File: src/rtl/dmairq_pkg.sv
// Shared constants and types for the DMA interrupt status collector.
// Assumes a 32-bit register bus with four word addresses.
package dmairq_pkg;
    localparam int unsigned LANE_W  = 8;   // width of one event lane in the status word
    localparam int unsigned N_KINDS = 3;   // error, abort, terminal count
    localparam int unsigned WORD_W  = 32;

    typedef enum logic [1:0] {
        ADDR_STATUS = 2'd0,
        ADDR_MASK   = 2'd1,
        ADDR_ENABLE = 2'd2,
        ADDR_ABORT  = 2'd3
    } reg_addr_e;

    // lane index of each event kind; the lane number times LANE_W is the bit offset
    typedef enum int unsigned {
        KIND_ERR = 0,
        KIND_ABT = 1,
        KIND_TC  = 2
    } ev_kind_e;
endpackage

File: src/rtl/dmairq_flag_lane.sv
// One lane of sticky pending flags, one flag per channel.
// Each flag is set by its event pulse and cleared by its clear request.
// Assumes that the set and clear inputs are already qualified by the bus write.
module dmairq_flag_lane #(
    parameter int unsigned NCH = 8
) (
    input  logic           clk,
    input  logic           rst_n,
    input  logic [NCH-1:0] ev_set,
    input  logic [NCH-1:0] clr_req,
    output logic [NCH-1:0] flags
);
    // hold flags; a set in the same cycle as a clear leaves the flag set
    always_ff @(posedge clk) begin
        if (!rst_n) flags <= '0;
        else        flags <= (flags & ~clr_req) | ev_set;
    end

    // a pulse always leaves its flag set, whatever the clear request says
    a_r5_set_wins: assert property (@(posedge clk) disable iff (!rst_n)
        (ev_set != '0) |=> ((flags & $past(ev_set)) == $past(ev_set)));
    // a flag cleared without a competing set reads zero next cycle
    a_r4_w1c_clears: assert property (@(posedge clk) disable iff (!rst_n)
        ((clr_req & ~ev_set) != '0) |=> ((flags & $past(clr_req & ~ev_set)) == '0));
    // a set flag that is not cleared stays set
    a_r3_sticky: assert property (@(posedge clk) disable iff (!rst_n)
        1'b1 |=> ((flags & $past(flags & ~clr_req)) == $past(flags & ~clr_req)));
endmodule

File: src/rtl/dmairq_irq_merge.sv
// Mask register and registered interrupt reduction.
// Flat vectors are ordered kind-major: bit k*NCH+c is kind k, channel c.
// Assumes the mask write data has already been taken out of the bus lanes.
module dmairq_irq_merge #(
    parameter int unsigned NCH   = 8,
    parameter int unsigned KINDS = 3
) (
    input  logic                 clk,
    input  logic                 rst_n,
    input  logic                 mask_wr,
    input  logic [KINDS*NCH-1:0] mask_wdata,
    input  logic [KINDS*NCH-1:0] flags,
    output logic [KINDS*NCH-1:0] mask_q,
    output logic                 irq
);
    logic any_open;

    // mask storage: reset value blocks every source
    always_ff @(posedge clk) begin
        if (!rst_n)       mask_q <= '1;
        else if (mask_wr) mask_q <= mask_wdata;
    end

    // find any pending flag whose mask is open
    always_comb any_open = |(flags & ~mask_q);

    // register the combined request
    always_ff @(posedge clk) begin
        if (!rst_n) irq <= 1'b0;
        else        irq <= any_open;
    end

    // the mask changes only on a mask write
    a_r6_mask_hold: assert property (@(posedge clk) disable iff (!rst_n)
        !mask_wr |=> $stable(mask_q));
    // irq is raised only after an unmasked flag was pending
    a_r7_irq_cause: assert property (@(posedge clk) disable iff (!rst_n)
        $rose(irq) |-> $past((flags & ~mask_q) != '0));
endmodule

File: src/rtl/dmairq_chan_ctrl.sv
// Channel enable and channel abort words.
// Enable is a plain read/write word; abort is loaded by a write and clears itself next cycle.
// Assumes write strobes are single-cycle and already decoded.
module dmairq_chan_ctrl #(
    parameter int unsigned NCH = 8
) (
    input  logic           clk,
    input  logic           rst_n,
    input  logic           en_wr,
    input  logic           abt_wr,
    input  logic [NCH-1:0] wdata,
    output logic [NCH-1:0] en_q,
    output logic [NCH-1:0] abt_q
);
    // enable word storage
    always_ff @(posedge clk) begin
        if (!rst_n)     en_q <= '0;
        else if (en_wr) en_q <= wdata;
    end

    // abort word: loaded by a write, otherwise back to zero
    always_ff @(posedge clk) begin
        if (!rst_n)      abt_q <= '0;
        else if (abt_wr) abt_q <= wdata;
        else             abt_q <= '0;
    end

    // without a new abort write, the abort word is zero next cycle
    a_r9_abort_one_cycle: assert property (@(posedge clk) disable iff (!rst_n)
        !abt_wr |=> (abt_q == '0));
    // the enable word changes only on an enable write
    a_r8_enable_hold: assert property (@(posedge clk) disable iff (!rst_n)
        !en_wr |=> $stable(en_q));
endmodule

File: src/rtl/dmairq_status.sv
// Top of the DMA interrupt status collector.
// Decodes the register bus, places the three event lanes in the status word,
// and connects the mask/interrupt logic and the channel control words.
// Assumes NCH is between 1 and LANE_W, and that event inputs are one-cycle pulses.
module dmairq_status
    import dmairq_pkg::*;
#(
    parameter int unsigned NCH = 8
) (
    input  logic           clk,
    input  logic           rst_n,
    input  logic [NCH-1:0] ev_err,
    input  logic [NCH-1:0] ev_abt,
    input  logic [NCH-1:0] ev_tc,
    input  logic           bus_wr,
    input  logic [1:0]     bus_addr,
    input  logic [31:0]    bus_wdata,
    output logic [31:0]    bus_rdata,
    output logic [NCH-1:0] ch_enable,
    output logic [NCH-1:0] ch_abort,
    output logic           irq
);
    localparam int unsigned FLAT_W = N_KINDS * NCH;

    logic                wr_status, wr_mask, wr_en, wr_abt;
    logic [NCH-1:0]      ev_lane   [N_KINDS];
    logic [FLAT_W-1:0]   flags_flat;
    logic [FLAT_W-1:0]   clr_flat;
    logic [FLAT_W-1:0]   wlane_flat;
    logic [FLAT_W-1:0]   mask_flat;
    logic [WORD_W-1:0]   status_word, mask_word;
    logic [WORD_W-1:0]   unused_wdata;

    // decode the single-cycle write strobe
    always_comb begin
        wr_status = bus_wr && (bus_addr == ADDR_STATUS);
        wr_mask   = bus_wr && (bus_addr == ADDR_MASK);
        wr_en     = bus_wr && (bus_addr == ADDR_ENABLE);
        wr_abt    = bus_wr && (bus_addr == ADDR_ABORT);
    end

    // route each event kind to its lane
    always_comb begin
        ev_lane[KIND_ERR] = ev_err;
        ev_lane[KIND_ABT] = ev_abt;
        ev_lane[KIND_TC]  = ev_tc;
    end

    // per-lane flags, bus slicing and word assembly
    for (genvar k = 0; k < N_KINDS; k++) begin : g_lane
        assign wlane_flat[k*NCH +: NCH] = bus_wdata[k*LANE_W +: NCH];
        assign clr_flat[k*NCH +: NCH]   = wr_status ? bus_wdata[k*LANE_W +: NCH] : '0;

        dmairq_flag_lane #(.NCH(NCH)) u_lane (
            .clk     (clk),
            .rst_n   (rst_n),
            .ev_set  (ev_lane[k]),
            .clr_req (clr_flat[k*NCH +: NCH]),
            .flags   (flags_flat[k*NCH +: NCH])
        );
    end

    // place flat flags and masks at their lane offsets, zero elsewhere
    always_comb begin
        status_word = '0;
        mask_word   = '0;
        for (int k = 0; k < int'(N_KINDS); k++) begin
            status_word[k*LANE_W +: NCH] = flags_flat[k*NCH +: NCH];
            mask_word[k*LANE_W +: NCH]   = mask_flat[k*NCH +: NCH];
        end
    end

    // some write data bits have no storage behind them
    assign unused_wdata = bus_wdata;

    dmairq_irq_merge #(.NCH(NCH), .KINDS(N_KINDS)) u_merge (
        .clk        (clk),
        .rst_n      (rst_n),
        .mask_wr    (wr_mask),
        .mask_wdata (wlane_flat),
        .flags      (flags_flat),
        .mask_q     (mask_flat),
        .irq        (irq)
    );

    dmairq_chan_ctrl #(.NCH(NCH)) u_ctrl (
        .clk    (clk),
        .rst_n  (rst_n),
        .en_wr  (wr_en),
        .abt_wr (wr_abt),
        .wdata  (bus_wdata[NCH-1:0]),
        .en_q   (ch_enable),
        .abt_q  (ch_abort)
    );

    // read multiplexer, no side effects
    always_comb begin
        bus_rdata = '0;
        unique case (bus_addr)
            ADDR_STATUS: bus_rdata = status_word;
            ADDR_MASK:   bus_rdata = mask_word;
            ADDR_ENABLE: bus_rdata[NCH-1:0] = ch_enable;
            ADDR_ABORT:  bus_rdata[NCH-1:0] = ch_abort;
            default:     bus_rdata = '0;
        endcase
    end

    // an error pulse on channel 0 appears at status bit 0 on the next cycle
    a_r2_err_lane0: assert property (@(posedge clk) disable iff (!rst_n)
        ev_err[0] |=> status_word[0]);
    // a terminal-count pulse on channel 0 appears at bit 16
    a_r2_tc_lane0: assert property (@(posedge clk) disable iff (!rst_n)
        ev_tc[0] |=> status_word[2*LANE_W]);
    // bits above the lanes never read as one
    a_r10_top_zero: assert property (@(posedge clk) disable iff (!rst_n)
        bus_rdata[WORD_W-1:N_KINDS*LANE_W] == '0);
endmodule

File: config.mk
export PLATFORM = sky130hd
export DESIGN_NAME = dmairq_status
export DESIGN_NICKNAME = d
export VERILOG_FILES = /design/src/rtl/dmairq_pkg.sv /design/src/rtl/dmairq_flag_lane.sv /design/src/rtl/dmairq_irq_merge.sv /design/src/rtl/dmairq_chan_ctrl.sv /design/src/rtl/dmairq_status.sv
export SDC_FILE = /design/constraint.sdc
export NUM_CORES = 1
export LEC_CHECK = 0
export CORE_MARGIN = 4
export CORE_UTILIZATION = 44
export DETAILED_ROUTE_END_ITERATION = 16
export GPL_ROUTABILITY_DRIVEN = 1
export PLACE_DENSITY = 0.89
export SYNTH_ARGS = -nofsm -noshare
export SYNTH_HDL_FRONTEND = slang
export SYNTH_SLANG_ARGS = --single-unit
File: constraint.sdc
create_clock -name clk -period 1.32 [get_ports clk]
set_clock_uncertainty 0.1 [all_clocks]
set_input_delay 0.132 -clock clk [delete_from_list [all_inputs] [get_ports clk]]
set_output_delay 0.132 -clock clk [all_outputs]
set_load 0.005 [all_outputs]
==> flow_metrics.py, run 1 <==
metrics = {
    "outcome": {
        "status": "complete, but fails checks",
        "violations": "negative setup slack",
    },
    "synth": {
        "netlist_instances": 350,
        "ys_warn_count": 0,
        "ys_seq_area_share_pct": 44.91,
        "syn_avg_cell_area_um2": 8.279,
        "synth_cell_types": 22,
        "synth_seq_cells": 65,
        "syn-cell-area_um2": 2898,
    },
    "global_route": {
        "track_usage_pct": 23.92,
        "grt_pass1_wl_um": 14430,
        "grt_pass1_vias": 3154,
        "grt_max_degree": 25,
        "antenna_found_initial": 0,
        "grt.overflow.total": 0,
    },
    "timing": {
        "fin_crit_ps": 1515,
        "timing.final.max_slew_violations": 0,
        "hold_violations": 0,
        "fmax_ghz": 0.6602,
        "rsz0062_at_grt": "yes",
        "finalSetupViolCount": 8,
        "totalNegativeSetupSlack_ps": -1277,
        "min_period_over_period_pct": 114.8,
        "setup_ws_ps": -194.8,
    },
    "flow_run": {
        "max-cap-violations": 0,
    },
    "die": {
        "die_w_um": 89.16,
        "io_pins": 110,
        "start_util_pct": 45.38,
        "die_area_um2": 7949,
        "core_area_um2": 6386,
        "die_h_um": 89.16,
        "rows": 29,
    },
    "setup_path": {
        "arrival_ps": 1280,
        "crit_type": "reg2out",
        "cp_max_fo": 2,
        "crit_path_end_kind": "output pin",
        "setup.worst_path.start_class": "flop",
        "crit_required_ps": 1090,
    },
    "power": {
        "p_seq_share_pct": 42.9,
        "max-vdd-ir-drop_mv": 0.6526,
        "p_sw_mw": 1.207,
        "leakagePower_nw": 2.227,
        "power_density_nw_per_um2": 1115,
        "p_comb_share_pct": 18.1,
        "p_int_mw": 3.784,
        "clock_power_share_pct": 39.1,
        "swShare_pct": 24.18,
    },
    "detailed_routing": {
        "via_per_inst": 5.237,
        "dr.pass1.iters": 4,
        "vias": 3022,
        "drc": 0,
        "initialDrtViolationCount": 164,
        "wl_per_cell_um": 16.54,
        "ant_nets": 0,
        "detail_route.wirelength_um": 9541,
    },
    "final_layout": {
        "syn_to_final_growth_pct": 54.45,
        "finalInstanceArea_um2": 4476,
        "layout-drive-gt1-share_pct": 30.00,
        "diodes": 0,
        "final_nets": 557,
    },
    "placed_design": {
        "post_dp_cell_area_um2": 4149,
        "place_hpwl_um": 6440,
        "place.gp.congestion": 0.8387,
        "numPortBuffers": 93,
    },
    "clock_tree": {
        "clkTransAtPathRegs_ps": 70,
        "cts_tree": "done",
        "ctsRootBufferMaster": "clkbuf_8",
        "cts_sinks": 65,
        "clock_path_buffers": 2,
        "cts_max_level": 3,
        "clock_latency_ps": 340,
        "numCtsBuffers": 9,
    },
    "min_path": {
        "hp-class": "in2reg",
    },
}
per-layer routing:
metal	vias up	track usage [%]	share of wire [%]
met5	-	0	0
met4	0	10.01	2.7
met3	27	6.175	7.8
met2	133	43.34	52
met1	1442	26.35	38
li1	1420	-	-
worst max-delay path, stage by stage (launching register included):
cell and delay, ps:
dfxtp_1 330, mux4_2 490, buf_6 140
cell families after synthesis:
family                 count (synthesis)  synth area share (%)
AND/OR/NAND/NOR                      162                 24.05
flip-flops                            65                 44.91
buffers and inverters                 53                 9.456
AO/OA/AOI/OAI                         37                 6.952
multiplexers                          32                 14.51
other                                  1                0.1294
cells in the mapped netlist:
master	n	area share [%]
nand3b_1	1	0.26
nand2_1	49	6.3
o22ai_1	12	2.6
a21oi_1	24	4.1
dfxtp_1	65	45
buf_6	4	1.6
nand2_4	1	0.39
or2_1	1	0.22
nor3b_4	1	0.65
conb_1	1	0.13
buf_2	9	1.6
nor2_2	1	0.22
nor2_1	73	9.5
nand3_1	24	4.1
inv_1	25	3.2
mux2i_1	24	8.3
buf_4	9	2.3
mux4_2	8	6.2
a31oi_1	1	0.22
nor4_1	3	0.65
clkbuf_1	6	0.78
and2_1	8	1.7
cell type report:
cell class | instances | area (um2)
clock buffers | 13 | 168.9
clock inverters | 2 | 60.06
fillers | 494 | 1911
inverters | 25 | 93.84
multi-input cells | 239 | 1353
flip-flops and latches | 65 | 1343
well taps | 77 | 96.34
repair buffers | 156 | 1361
sequential cells by signal, summed over array words and instances (netlist names):
signal               count
g_lane.u_lane.flags     24
u_merge.irq              1
u_ctrl.en_q              8
u_merge.mask_q          24
u_ctrl.abt_q             8
power by group through the flow:
stage                     Combinational (mW)  Sequential [mW]  Clock (mW)
after floorplan                        0.401             2.16           0
after CTS                              0.883             2.13        1.97
after global placement                 0.867             2.17           0
after global routing                   0.972             2.15        2.07
final                                  0.902             2.14        1.95
after detailed placement               0.889             2.18           0
stage by stage:
step | utilization (%) | hold WS [ps] | setup WS, ps | instances | power, mW
2_1_floorplan | - | 152.7 | 139.8 | 357 | 2.565
3_3_place_gp | 64.97 | 371.3 | -491.3 | 540 | 3.035
3_5_place_dp | 64.97 | 380.4 | -508.6 | 540 | 3.066
4_1_cts | 69.61 | 266.0 | -200.9 | 571 | 4.989
5_1_grt | 70.08 | 272.5 | -226.9 | 577 | 5.188
6_report | 70.08 | 265.6 | -194.8 | 577 | 4.991
placed cells by master, fill, tap and decap left out:
cell type / count
a21oi_1: 24
a31oi_1: 1
and2_1: 8
buf_12: 6
buf_2: 13
buf_4: 53
buf_6: 4
bufinv_16: 2
clkbuf_1: 1
clkbuf_16: 1
clkbuf_2: 14
clkbuf_8: 12
clkdlybuf4s50_1: 49
conb_1: 8
dfxtp_1: 32
dfxtp_2: 33
dlygate4sd2_1: 14
dlymetal6s2s_1: 2
inv_1: 25
mux2i_1: 23
mux2i_2: 1
mux4_2: 8
nand2_1: 49
nand2_4: 1
nand3_1: 24
nand3b_1: 1
nor2_1: 73
nor2_2: 1
nor3b_4: 1
nor4_1: 3
o22ai_1: 12
or2_1: 1
worst paths after layout:
path                                                      startpoint  slack (ps)                                   end  depth (start not counted)
worst max-delay path            g_lane[0].u_lane.flags[5]$_SDFF_PN0_        -190                          bus_rdata[5]                          2
worst max register to register        u_merge.mask_q[2]$_SDFFE_PN1P_          60                u_merge.irq$_SDFF_PN0_                          4
worst min-delay path                                       ev_err[2]         270  g_lane[0].u_lane.flags[2]$_SDFF_PN0_                          3
worst min register to register       u_merge.mask_q[23]$_SDFFE_PN1P_         390       u_merge.mask_q[23]$_SDFFE_PN1P_                          2
what timing repair did:
action | 4_1_cts | 5_1_grt
hold buffers | 0 | 0
hold endpoints to repair | 0 | 0
setup endpoints to repair | 89 | 29
pin swaps | 4 | 7
setup buffers | 16 | 4
cloned | 0 | 2
resized for setup | 112 | 34
Power figures use the tool's default switching activity.
==> run 2: changes to the inputs <==
--- a/config.mk
+++ b/config.mk
@@ -10,6 +10,8 @@
 export DETAILED_ROUTE_END_ITERATION = 16
 export GPL_ROUTABILITY_DRIVEN = 1
 export PLACE_DENSITY = 0.89
+export SLEW_MARGIN = 20
 export SYNTH_ARGS = -nofsm -noshare
 export SYNTH_HDL_FRONTEND = slang
 export SYNTH_SLANG_ARGS = --single-unit
+export TNS_END_PERCENT = 5
==> run 2 against run 1 <==
The flow still finishes with violations (negative setup slack). Clock power hardly changed. Routed wire length decreased by 5.3%. Fmax grew 0.28%. Core utilization down 2.0 points. Critical path type unchanged. Critical endpoint unchanged. Largest cell class is now multi-input gates. Highest routed layer unchanged.
==> flow_metrics.py, run 2 (synthesis results as in run 1) <==
metrics = {
    "outcome": {
        "status": "complete, but fails checks",
        "violations": "negative setup slack",
    },
    "global_route": {
        "grt_pass1_vias": 3073,
        "grt.overflow.total": 0,
        "grt_pass1_wl_um": 14040,
        "grt_use_met1_pct": 26.07,
        "grt_max_degree": 25,
        "grtUsageMet2_pct": 41.53,
        "track_usage_pct": 23.24,
        "grt_util_met3_pct": 6.175,
        "antenna_found_initial": 0,
        "grt_busiest_layer": "met2",
    },
    "final_layout": {
        "syn_to_final_growth_pct": 50.13,
        "largestRegisters": "g_lane.u_lane.flags (24), u_merge.mask_q (24)",
        "final_cells": 558,
        "final_nets": 538,
        "mostFrequentLayoutCell": "nor2_1",
        "final_cell_mix": "73 x nor2_1, 49 x nand2_1, 49 x clkdlybuf4s50_1, 40 x buf_4, 35 x dfxtp_1",
        "layout-drive-gt1-share_pct": 25.78,
        "diodes": 0,
    },
    "timing": {
        "totalNegativeSetupSlack_ps": -1341,
        "hold_violations": 0,
        "fmax_ghz": 0.6620,
        "rsz0062_at_grt": "yes",
        "fin_crit_ps": 1511,
        "setup_ws_ps": -190.6,
        "min_period_over_period_pct": 114.4,
        "finalSetupViolCount": 11,
        "timing.final.max_slew_violations": 0,
    },
    "die": {
        "die_w_um": 89.16,
        "start_util_pct": 45.38,
        "io_pins": 110,
        "die_h_um": 89.16,
        "die_area_um2": 7949,
        "core_area_um2": 6386,
        "rows": 29,
    },
    "setup_path": {
        "cp_max_fo": 2,
        "arrival_ps": 1280,
        "crit_path_end_kind": "output pin",
        "setup.worst_path.start_class": "flop",
        "crit_required_ps": 1090,
        "crit_type": "reg2out",
    },
    "clock_tree": {
        "clkTransAtPathRegs_ps": 70,
        "numCtsBuffers": 9,
        "cts_sinks": 65,
        "cts_tree": "done",
        "clock_path_buffers": 2,
        "ctsHoldBuffers": 0,
        "clock_latency_ps": 340,
        "cts_max_level": 3,
        "ctsRootBufferMaster": "clkbuf_8",
    },
    "power": {
        "max-vdd-ir-drop_mv": 0.6121,
        "leakagePower_nw": 2.122,
        "power_density_nw_per_um2": 1137,
    },
    "detailed_routing": {
        "detail_route.wirelength_um": 9033,
        "via_per_inst": 5.242,
        "dr.pass1.iters": 5,
        "vias": 2925,
        "initialDrtViolationCount": 187,
        "wl_per_cell_um": 16.19,
        "drc": 0,
        "ant_nets": 0,
    },
    "min_path": {
        "hp-class": "in2reg",
    },
    "placed_design": {
        "place.gp.congestion": 0.8387,
        "place_hpwl_um": 6440,
        "place_inst": 540,
        "numPortBuffers": 93,
    },
    "flow_run": {
        "max-cap-violations": 0,
    },
}
run 2: area by class of cell:
class,count,area (um2)
multi-input cells,239,1353
well taps,77,96.34
clock inverters,2,60.06
flip-flops and latches,65,1339
repair buffers,137,1240
inverters,25,93.84
fillers,508,2036
clock buffers,13,168.9
run 2: critical path, cell delays in order, from the launching register on:
cell	delay, ps
dfxtp_2	320
mux4_2	490
buf_6	140
run 2: what timing repair did:
item / 4_1_cts / 5_1_grt
setup endpoints to repair: 89 / 32
setup buffers: 3 / 0
gates resized for setup: 107 / 19
pin swaps: 0 / 1
gates cloned: 0 / 0
run 2: layer usage:
metal	routed length (um)	part of all wire (%)
met3	662	7.3
met5	0	0
met4	161	1.8
met2	4647	51
met1	3560	39
run 2: metrics by stage:
step	hold WS (ps)	worst slack, ps	util, %	instance area [um2]	power, mW
2_1_floorplan	152.7	139.8	-	2924	2.565
5_1_grt	272.9	-222.0	68.12	4350	5.138
3_3_place_gp	371.3	-491.3	64.97	4149	3.035
6_report	260.6	-190.6	68.12	4350	4.948
3_5_place_dp	380.4	-508.6	64.97	4149	3.066
4_1_cts	266.0	-200.9	68.42	4369	4.967
run 2: worst paths after layout:
path,slack (ps),cells after the start,to,from
hold reg to reg,380,2,u_merge.mask_q[13]$_SDFFE_PN1P_,u_merge.mask_q[13]$_SDFFE_PN1P_
hold / removal,260,3,g_lane[0].u_lane.flags[2]$_SDFF_PN0_,ev_err[2]
setup reg to reg,50,4,u_merge.irq$_SDFF_PN0_,u_merge.mask_q[2]$_SDFFE_PN1P_
setup / recovery,-190,2,bus_rdata[5],u_ctrl.abt_q[5]$_SDFF_PN0_
run 2: where the power goes:
part           internal (mW)  switching, mW  total (mW)
sequential              2.08         0.0638        2.14
clock                   1.21          0.743        1.95
combinational          0.467          0.385       0.852
==> run 3: changes to the inputs <==
--- a/config.mk
+++ b/config.mk
@@ -6,12 +6,14 @@
 export NUM_CORES = 1
 export LEC_CHECK = 0
 export CORE_MARGIN = 4
-export CORE_UTILIZATION = 44
+export CORE_UTILIZATION = 46
 export DETAILED_ROUTE_END_ITERATION = 16
 export GPL_ROUTABILITY_DRIVEN = 1
+export HOLD_SLACK_MARGIN = 0.03
 export PLACE_DENSITY = 0.89
 export SLEW_MARGIN = 20
 export SYNTH_ARGS = -nofsm -noshare
 export SYNTH_HDL_FRONTEND = slang
+export SYNTH_HIERARCHICAL = 1
 export SYNTH_SLANG_ARGS = --single-unit
 export TNS_END_PERCENT = 5
==> run 3 against run 2 <==
The flow still finishes with violations (negative setup slack). Register-to-register slack is essentially flat. Routed wire length rose by 2.6%. Core utilization grew 2.6 points. Global-route usage is 2.4 points lower. Combinational power grew 9.6%. Via count fell by 4.1%.
==> flow_metrics.py, run 3 <==
metrics = {
    "clock_tree": {
        "numCtsBuffers": 9,
        "clock_path_buffers": 2,
        "cts_tree": "done",
        "cts_sinks": 65,
        "clock_latency_ps": 330,
        "ctsRootBufferMaster": "clkbuf_8",
        "ctsHoldBuffers": 0,
        "clkTransAtPathRegs_ps": 80,
        "cts_max_level": 3,
    },
    "timing": {
        "fin_crit_ps": 1523,
        "setup_ws_ps": -203.2,
        "totalNegativeSetupSlack_ps": -2035,
        "rsz0062_at_grt": "yes",
        "min_period_over_period_pct": 115.4,
        "finalSetupViolCount": 37,
        "hold_violations": 0,
        "fmax_ghz": 0.6565,
        "timing.final.max_slew_violations": 0,
        "worst_hold_slack_ps": 141.8,
    },
    "power": {
        "power_density_nw_per_um2": 961.6,
        "leakagePower_nw": 2.237,
        "clock_power_share_pct": 35.0,
        "p_comb_share_pct": 19.8,
        "p_int_mw": 3.569,
        "max-vdd-ir-drop_mv": 0.7678,
        "p_sw_mw": 1.153,
        "swShare_pct": 24.43,
        "p_seq_share_pct": 45.2,
    },
    "setup_path": {
        "reg2reg_from": "g_lane[0].u_lane/flags[5]$_SDFF_PN0_",
        "rr_endpoint": "u_merge/irq$_SDFF_PN0_",
        "r2r_cells": 5,
        "crit_type": "reg2out",
        "crit_family": "multiplexers",
        "crit_required_ps": 1090,
        "worstPathCellList": "mux4_2 > buf_6",
        "arrival_ps": 1290,
        "crit_path_end_kind": "output pin",
        "reg2reg_slack_ps": 60,
        "setup.worst_path.start_class": "flop",
        "slowest_stage": "mux4_2",
        "cpPeakStageDelay_ps": 490,
        "crit_buf_inv": 1,
        "cp_max_fo": 2,
    },
    "global_route": {
        "grt_util_met3_pct": 3.446,
        "grt_max_degree": 66,
        "grt.overflow.total": 0,
        "grt_pass1_wl_um": 14170,
        "grt_busiest_layer": "met2",
        "antenna_found_initial": 0,
        "grt_use_met1_pct": 24.06,
        "grtUsageMet2_pct": 37.28,
        "track_usage_pct": 20.88,
        "grt_pass1_vias": 2882,
    },
    "synth": {
        "netlist_instances": 324,
        "synthTopCellsByArea": "dfxtp_1 39%, mux2i_1 14%, nor2b_4 9.8%",
        "synth-async-reset-ratio_pct": 0,
        "synth_seq_cells": 65,
        "yosysMostFrequentCell": "dfxtp_1",
        "syn_avg_cell_area_um2": 10.42,
        "synth_cell_types": 23,
        "ys_top_cells_by_count": "65 x dfxtp_1, 48 x mux2i_1, 26 x nand2_1, 25 x inv_1",
        "syn-cell-area_um2": 3374,
        "ys_warn_count": 6,
        "yosysTopAreaCell": "dfxtp_1",
        "synth_top_area_share_pct": 38.56,
        "ys_seq_area_share_pct": 38.56,
        "synth-edff-count": 0,
        "synth_ff_type": "dfxtp_1",
    },
    "die": {
        "core_area_um2": 6944,
        "die_area_um2": 8770,
        "start_util_pct": 48.59,
        "die_h_um": 93.65,
        "rows": 30,
        "die_w_um": 93.65,
        "io_pins": 110,
    },
    "detailed_routing": {
        "via_per_inst": 4.921,
        "wl_per_cell_um": 16.26,
        "ant_nets": 0,
        "detail_route.wirelength_um": 9269,
        "initialDrtViolationCount": 70,
        "dr.pass1.iters": 4,
        "drc": 0,
        "vias": 2805,
    },
    "final_layout": {
        "multi_input_area_um2": 1780,
        "fillCellCount": 500,
        "final_cell_mix": "55 x buf_4, 49 x clkdlybuf4s50_1, 47 x mux2i_1, 43 x dfxtp_2",
        "largestRegisters": "g_lane.u_lane/flags (24), u_merge/mask_q (24)",
        "seq_area_um2": 1355,
        "finalInstanceArea_um2": 4911,
        "mostFrequentLayoutCell": "buf_4",
        "final_nets": 530,
        "diodes": 0,
        "syn_to_final_growth_pct": 45.53,
        "final_cells": 570,
        "layout-drive-gt1-share_pct": 39.03,
    },
    "placed_design": {
        "pre_cts_slack_ps": -518.0,
        "place.gp.congestion": 0.7943,
        "post_dp_cell_area_um2": 4678,
        "place_hpwl_um": 6766,
        "place_inst": 550,
        "numPortBuffers": 93,
    },
    "flow_run": {
        "max-cap-violations": 0,
    },
    "min_path": {
        "hp-class": "in2reg",
        "min-delay-start": "rst_n",
        "hold_depth": 3,
        "hold_path_end": "u_merge/mask_q[3]$_SDFFE_PN1P_",
    },
    "outcome": {
        "violations": "negative setup slack",
        "status": "complete, but fails checks",
    },
}
[run 3: cell count changes in the layout (fill, tap and decap cells not counted), moves of 24 or more]
cell     change
o21a_1      +24
nor2b_4     +24
a21oi_1     -24
nand2_1     -24
nand3_1     -24
nor2_1      -58
mux2i_1     +24
[run 3: layout make-up]
| type | count | share of cell area [%] |
|---|---|---|
| multi-input cells | 214 | 36.25 |
| repair buffers | 154 | 27.95 |
| flip-flops and latches | 65 | 27.59 |
| clock buffers | 13 | 3.032 |
| well taps | 96 | 2.446 |
| inverters | 25 | 1.911 |
| clock inverters | 3 | 0.8153 |
[run 3: timing repair]
item                                    in CTS  in global routing
endpoints found under the setup margin      73                 77
pin swaps                                    0                  1
cloned                                       1                  0
buffers inserted                             3                  0
gates resized for setup                    126                 31
[run 3: how the worst max path moves through the flow]
stage | start | to | slack, ps | cells past startpoint
3_3_place_gp | bus_addr[1] | bus_rdata[6] | -470 | 4
5_1_grt | u_ctrl/abt_q[7]$_SDFF_PN0_ | bus_rdata[7] | -240 | 2
3_5_place_dp | bus_addr[1] | bus_rdata[7] | -520 | 4
6_report | u_ctrl/abt_q[7]$_SDFF_PN0_ | bus_rdata[7] | -200 | 2
4_1_cts | u_ctrl/abt_q[7]$_SDFF_PN0_ | bus_rdata[7] | -210 | 2
2_1_floorplan | bus_addr[0] | u_merge/mask_q[0]$_SDFFE_PN1P_ | -60 | 9
[run 3: cell families (layout without fill, tap and decap cells)]
| family | after synthesis | after routing | synth area share [%] |
|---|---|---|---|
| other | 1 | 8 | 0.1111 |
| flip-flops | 65 | 65 | 38.56 |
| AND/OR/NAND/NOR | 113 | 113 | 23.40 |
| AO/OA/AOI/OAI | 37 | 37 | 7.749 |
| buffers and inverters | 52 | 195 | 10.38 |
| multiplexers | 56 | 56 | 19.80 |
[run 3: power by group through the flow]
stage	combinational, mW	sequential [mW]	clock, mW
6_report	0.934	2.13	1.65
4_1_cts	0.935	2.13	1.67
5_1_grt	1.00	2.14	1.75
3_5_place_dp	0.949	2.17	0
3_3_place_gp	0.925	2.16	0
2_1_floorplan	0.484	2.15	0
[run 3: worst register-to-register path: cells and delay by family, from the launching register on]
kind | cells | cell delay, ps
buf+inv | 2 | 190
flops | 1 | 320
simple gates | 1 | 280
compound gates | 2 | 240
[run 3: per-stage QoR]
| stage | total power [mW] | util (%) |
|---|---|---|
| 2_1_floorplan | 2.637 | - |
| 3_3_place_gp | 3.082 | 67.37 |
| 3_5_place_dp | 3.115 | 67.37 |
| 4_1_cts | 4.732 | 70.76 |
| 5_1_grt | 4.895 | 70.72 |
| 6_report | 4.722 | 70.72 |
[run 3: metal layers]
layer | share of wire, % | vias to the layer above
li1 | - | 1354
met1 | 40 | 1345
met2 | 52 | 86
met3 | 4.8 | 20
met4 | 2.8 | 0
met5 | 0 | -
